===== config.mk =====
export PLATFORM = sky130hd
export DESIGN_NAME = wbr_lms_channel
export DESIGN_NICKNAME = d
export VERILOG_FILES = /design/src/rtl/wbr_pkg.sv /design/src/rtl/wbr_coef_cell.sv /design/src/rtl/wbr_recon.sv /design/src/rtl/wbr_err.sv /design/src/rtl/wbr_lms_channel.sv
export SDC_FILE = /design/constraint.sdc
export NUM_CORES = 2
export LEC_CHECK = 0
export ABC_AREA = 1
export BUFFER_PORTS_ARGS = -buffer_cell sky130_fd_sc_hd__buf_2
export CORE_MARGIN = 3
export CORE_UTILIZATION = 45
export CTS_BUF_LIST = sky130_fd_sc_hd__clkbuf_8
export CTS_CLUSTER_SIZE = 20
export DETAILED_ROUTE_END_ITERATION = 7
export RECOVER_POWER = 100
export SETUP_SLACK_MARGIN = 0.15
export SLEW_MARGIN = 20
export SYNTH_ARGS = -nofsm -noshare
export SYNTH_HDL_FRONTEND = slang
export SYNTH_SLANG_ARGS = --single-unit

===== constraint.sdc =====
create_clock -name clk -period 17 [get_ports clk]
set_input_delay 0 -clock clk [delete_from_list [all_inputs] [get_ports clk]]
set_output_delay 0 -clock clk [all_outputs]
set_load 0.01 [all_outputs]

===== src/rtl/wbr_pkg.sv =====
package wbr_pkg;

    localparam int NB       = 12;
    localparam int WW       = 16;
    localparam int FRAC     = 6;
    localparam int OW       = WW + $clog2(NB + 1);
    localparam int SHW      = 4;
    localparam int MSB_INIT = 16000;
    localparam int RAD_NUM  = 185;
    localparam int RAD_DEN  = 100;
    localparam int WMAX     = (2 ** (WW - 1)) - 1;
    localparam int WMIN     = -(2 ** (WW - 1));

    typedef logic signed [WW-1:0] coef_t;
    typedef logic signed [OW-1:0] samp_t;
    typedef logic signed [OW:0]   err_t;
    typedef logic signed [OW+1:0] wide_t;

    typedef struct packed {
        logic apply;
        err_t step;
    } step_t;

    typedef struct packed {
        logic          vld;
        logic [NB-1:0] bits;
        samp_t         val;
    } conv_t;

    function automatic coef_t init_coef(input int idx);
        int w;
        w = MSB_INIT;
        for (int k = NB - 1; k > idx; k--) begin
            w = (w * RAD_DEN + (RAD_NUM / 2)) / RAD_NUM;
        end
        return coef_t'(w);
    endfunction

    function automatic coef_t sat_step(input coef_t base, input err_t delta, input logic neg);
        wide_t b;
        wide_t d;
        wide_t s;
        b = wide_t'(base);
        d = wide_t'(delta);
        if (neg) d = -d;
        s = b + d;
        if (s > wide_t'(WMAX))      return coef_t'(WMAX);
        else if (s < wide_t'(WMIN)) return coef_t'(WMIN);
        else                        return coef_t'(s);
    endfunction

endpackage


===== src/rtl/wbr_coef_cell.sv =====
module wbr_coef_cell
    import wbr_pkg::*;
#(
    parameter coef_t INIT = '0
) (
    input  logic  clk,
    input  logic  rst,
    input  step_t stp,
    input  logic  neg,
    output coef_t q
);

    always_ff @(posedge clk) begin
        if (rst) begin
            q <= INIT;
        end else if (stp.apply) begin
            q <= sat_step(q, stp.step, neg);
        end
    end

endmodule


===== src/rtl/wbr_recon.sv =====
module wbr_recon
    import wbr_pkg::*;
(
    input  logic [NB-1:0]     bits,
    input  coef_t [NB-1:0]    w,
    input  coef_t             off,
    output samp_t             sum
);

    always_comb begin
        samp_t acc;
        samp_t term;
        acc = samp_t'(off);
        for (int i = 0; i < NB; i++) begin
            term = samp_t'(w[i]);
            if (bits[i]) acc = acc + term;
            else         acc = acc - term;
        end
        sum = acc;
    end

endmodule


===== src/rtl/wbr_err.sv =====
module wbr_err
    import wbr_pkg::*;
(
    input  logic             clk,
    input  logic             rst,
    input  logic             raw_valid,
    input  logic [NB-1:0]    raw_bits,
    input  samp_t            recon,
    input  logic             ref_valid,
    input  samp_t            ref_data,
    input  logic             adapt_en,
    input  logic [SHW-1:0]   mu_shift,
    output conv_t            held,
    output logic             pend,
    output step_t            stp
);

    err_t err;

    always_ff @(posedge clk) begin
        if (rst) begin
            held <= '0;
            pend <= 1'b0;
        end else begin
            held.vld <= raw_valid;
            if (raw_valid) begin
                held.bits <= raw_bits;
                held.val  <= recon;
                pend      <= 1'b1;
            end else if (ref_valid) begin
                pend <= 1'b0;
            end
        end
    end

    always_comb begin
        err       = err_t'(ref_data) - err_t'(held.val);
        stp.step  = err >>> mu_shift;
        stp.apply = ref_valid & adapt_en & pend;
    end

endmodule


===== src/rtl/wbr_lms_channel.sv =====
module wbr_lms_channel
    import wbr_pkg::*;
(
    input  logic                 clk,
    input  logic                 rst,
    input  logic                 raw_valid,
    input  logic [NB-1:0]        raw_bits,
    input  logic                 ref_valid,
    input  logic signed [OW-1:0] ref_data,
    input  logic                 adapt_en,
    input  logic [SHW-1:0]       mu_shift,
    output logic                 out_valid,
    output logic signed [OW-1:0] out_data
);

    coef_t [NB-1:0] coefs;
    coef_t          offs;
    samp_t          recon;
    conv_t          held;
    logic           pend;
    step_t          stp;

    wbr_recon u_recon (
        .bits (raw_bits),
        .w    (coefs),
        .off  (offs),
        .sum  (recon)
    );

    wbr_err u_err (
        .clk       (clk),
        .rst       (rst),
        .raw_valid (raw_valid),
        .raw_bits  (raw_bits),
        .recon     (recon),
        .ref_valid (ref_valid),
        .ref_data  (ref_data),
        .adapt_en  (adapt_en),
        .mu_shift  (mu_shift),
        .held      (held),
        .pend      (pend),
        .stp       (stp)
    );

    for (genvar gi = 0; gi < NB; gi++) begin : g_w
        wbr_coef_cell #(.INIT(init_coef(gi))) u_w (
            .clk (clk),
            .rst (rst),
            .stp (stp),
            .neg (~held.bits[gi]),
            .q   (coefs[gi])
        );
    end

    wbr_coef_cell #(.INIT('0)) u_off (
        .clk (clk),
        .rst (rst),
        .stp (stp),
        .neg (1'b0),
        .q   (offs)
    );

    assign out_valid = held.vld;
    assign out_data  = held.val;

endmodule


==> metrics.md <==
| Metric | Value |
|---|---|
| Share of layout cells above drive strength 1 | `0.0499` |
| Mapped Area | `42100 sq um` |
| CP most frequent cell | `ha_1` |
| GP Congestion | `0.997` |
| CP Data Required Time | `17610 ps` |
| RSZ-0062 raised after global routing | `no` |
| Synthesized instance count | `6747` |
| Clock slew at reported path FFs | `70 ps` |
| First-pass GRT wire length | `240000 um` |
| CP max stage delay | `430 ps` |
| Pre-CTS setup slack | `3880 ps` |
| Core area | `92200 sq um` |
| Drt pass-1 iters | `8` |
| Vias in the first global route | `41310` |
| Antenna-violating nets left | `0` |
| Slew Limit Fails | `231` |
| Root Driver | `clkbuf_8` |
| Clock Tree Buf Depth | `3` |
| Die height | `312 um` |
| Clock Sinks | `242` |
| Hpwl dp | `120000 um` |
| Top FF cell, synth | `dfxtp_1` |
| Rel. slew slack | `-2.44` |
| Worst Path Buf+Inv | `6` |
| Row count | `111` |
| Hold Fails Final Rpt | `0` |
| Worst-Skew Late Latency | `800 ps` |
| Share of async-settable or async-resettable flops after synthesis | `0` |
| CP max stage cell | `xor2_1` |
| Netlist cell types | `63` |
| Final worst path period need | `13510 ps` |
| Die X | `312 um` |
| Crit path DAT | `14120 ps` |
| Max cap viols | `5` |
| Type of the worst setup path | `reg2reg` |
| Iteration-0 DRC Markers | `3990` |
| CTS tree | `yes` |
| Crit-path max FO | `5` |
| Crit start category | `register` |
| Max Freq | `74.0 MHz` |
| Final period util | `0.795` |
| Status | `complete, but fails checks` |
| Worst-margin pin slew | `5150 ps` |
| Yosys warning total | `0` |
| Post-layout worst setup margin | `3490 ps` |
| Antenna violations before repair | `10` |
| Final wirelength | `160000 um` |
| Avg Cell Area, Syn | `6.24 sq um` |
| Post-synth EDFFs | `0` |
| Post-Route Setup TNS | `0 ps` |
| CP endpoint kind | `register` |
| Io pins | `62` |
| Post-synth net total | `7347` |
| DR WL/cell | `19.9 um` |
| Cell family with most CP delay | `adder cells` |
| Core Util, Final | `0.486` |
| Setup violations, final | `0` |
| Worst Hold Class | `in2reg` |
| Failing checks | `capacitance limit, slew limit` |
| GRT Overall Usage | `0.315` |
| Seq/Total Area, Yosys | `0.115` |
| DRC Markers | `0` |
| CTS H-tree lvls | `2` |
| Die ar. | `97200 sq um` |
| Number of CTS-inserted buffers | `53` |
| Synthesized flop and latch total | `242` |
| Vias per std cell | `5.65` |
| Largest net degree at the start of global routing | `130` |
| Port Buffers | `61` |
| Starting Density | `0.456` |
| Via Count | `45291` |
| Hold Slack | `386 ps` |
| Area Growth Syn to Fin | `6.46%` |
| Fin Clk Skew | `86.4 ps` |
| Layout Nets | `7328` |
| GRT Residual Overflow | `0` |
| Postcts setup bufs | `0` |
cells in the mapped netlist, types with 22 or more instances:
library cell,instances,share of area
clkbuf_1,163,0.015
buf_4,29,0.0052
inv_2,24,0.0021
inv_1,815,0.073
fa_1,26,0.012
a21o_1,23,0.0041
nand4_1,60,0.0089
xnor2_1,173,0.036
o21bai_1,69,0.012
o21a_1,31,0.0055
nand3_1,534,0.064
nor2_2,30,0.0045
nand2_2,36,0.0054
nand2_1,1348,0.12
o211ai_1,26,0.0046
ha_1,533,0.16
a21oi_2,22,0.0046
xor2_1,422,0.088
dfxtp_1,242,0.12
nor2_1,330,0.029
o21ai_0,621,0.074
nand3b_1,33,0.0059
a31oi_1,32,0.0048
a21oi_1,729,0.087
or2_2,28,0.0042
nor3_1,146,0.017
flip-flops by register name, summed over array words and instances, names as in the netlist:
register,flops
u_off.q,16
g_w.u_w.q,192
u_err.pend,1
u_err.held,33
kinds of logic (layout without fill, tap and decap cells):
group | count (synthesis) | after routing | share of synthesized area
flops | 242 | 242 | 0.115
simple gates | 2612 | 2612 | 0.274
xor+xnor | 595 | 595 | 0.124
mux | 1 | 1 | 0.000238
other cells | 0 | 6 | 0
buf+inv | 1083 | 1105 | 0.101
compound gates | 1655 | 1655 | 0.215
fa+ha+maj | 559 | 559 | 0.171
routing by layer:
layer	routed length, um	vias to the layer above	share of wire	track usage
met1	69700	20622	0.44	0.418
met5	52	-	0.00033	0.00296
met4	8090	4	0.051	0.143
met3	14400	361	0.090	0.0626
li1	-	22613	-	-
met2	67500	1691	0.42	0.492
what timing repair did:
item                      CTS  global route
hold endpoints to repair   73             0
hold buffers               28             0
resized for setup           0             0
cell type report:
cell class / instances / area (sq um)
clock buffers: 74 / 1020
flip-flops and latches: 242 / 4840
clock inverters: 22 / 208
inverters: 854 / 3210
repair buffers: 155 / 1050
fillers: 9823 / 47400
diodes: 6 / 15.0
well taps: 1243 / 1560
multi-input cells: 5422 / 32900
worst paths after layout:
check                       start              end  slack, ps  cells after the start
hold reg to reg   g_w[3].u_w.q[1]  g_w[3].u_w.q[1]        500                      2
setup / recovery  g_w[0].u_w.q[1]   u_err.held[19]       3490                     67
setup reg to reg  g_w[0].u_w.q[1]   u_err.held[19]       3490                     67
hold / removal        mu_shift[3]       u_off.q[5]        390                      9
placed cells by master (no fill, tap or decap), types with 6 or more instances in the layout:
cell	count
a31oi_1	32
nand3b_1	33
diode_2	6
dfxtp_1	242
ha_1	533
a221oi_1	11
o21ai_0	618
o221ai_1	9
clkbuf_8	74
o21bai_1	69
nor3_1	146
clkinv_1	15
buf_2	38
clkbuf_1	26
inv_1	825
or2_2	28
nand3_1	543
o211ai_1	26
xnor2_1	173
buf_4	62
inv_2	21
xor2_1	420
a21o_1	23
nand4_1	60
clkinv_2	7
o31ai_1	14
fa_1	26
a211oi_1	18
a21boi_0	9
nor2_2	28
a21oi_1	748
o21a_1	31
nand2_2	31
nand3_2	8
nor4_1	18
and2_1	6
dlygate4sd3_1	28
nand2_1	1353
nor2_1	333
o21ai_1	19
stage by stage:
stage / instance area, sq um / cells
2_1_floorplan: 42100 / 6747
3_3_place_gp: 43500 / 7888
3_5_place_dp: 43500 / 7888
4_1_cts: 45000 / 8012
5_1_grt: 44800 / 8014
6_report: 44800 / 8018
worst register-to-register path, delay by kind of cell, from the launching register on:
| family | cells | cell delay (ps) |
|---|---|---|
| adders and majority gates | 12 | 3940 |
| DFF | 1 | 370 |
| and+or+nand+nor | 16 | 1800 |
| buffers and inverters | 6 | 420 |
| AOI/OAI and AO/OA | 19 | 3880 |
| xor gates and xnor gates | 14 | 2940 |
Power is left out: the tool's default activity adds up to more than one toggle a clock period on the data nets, which glitch-free logic cannot reach.
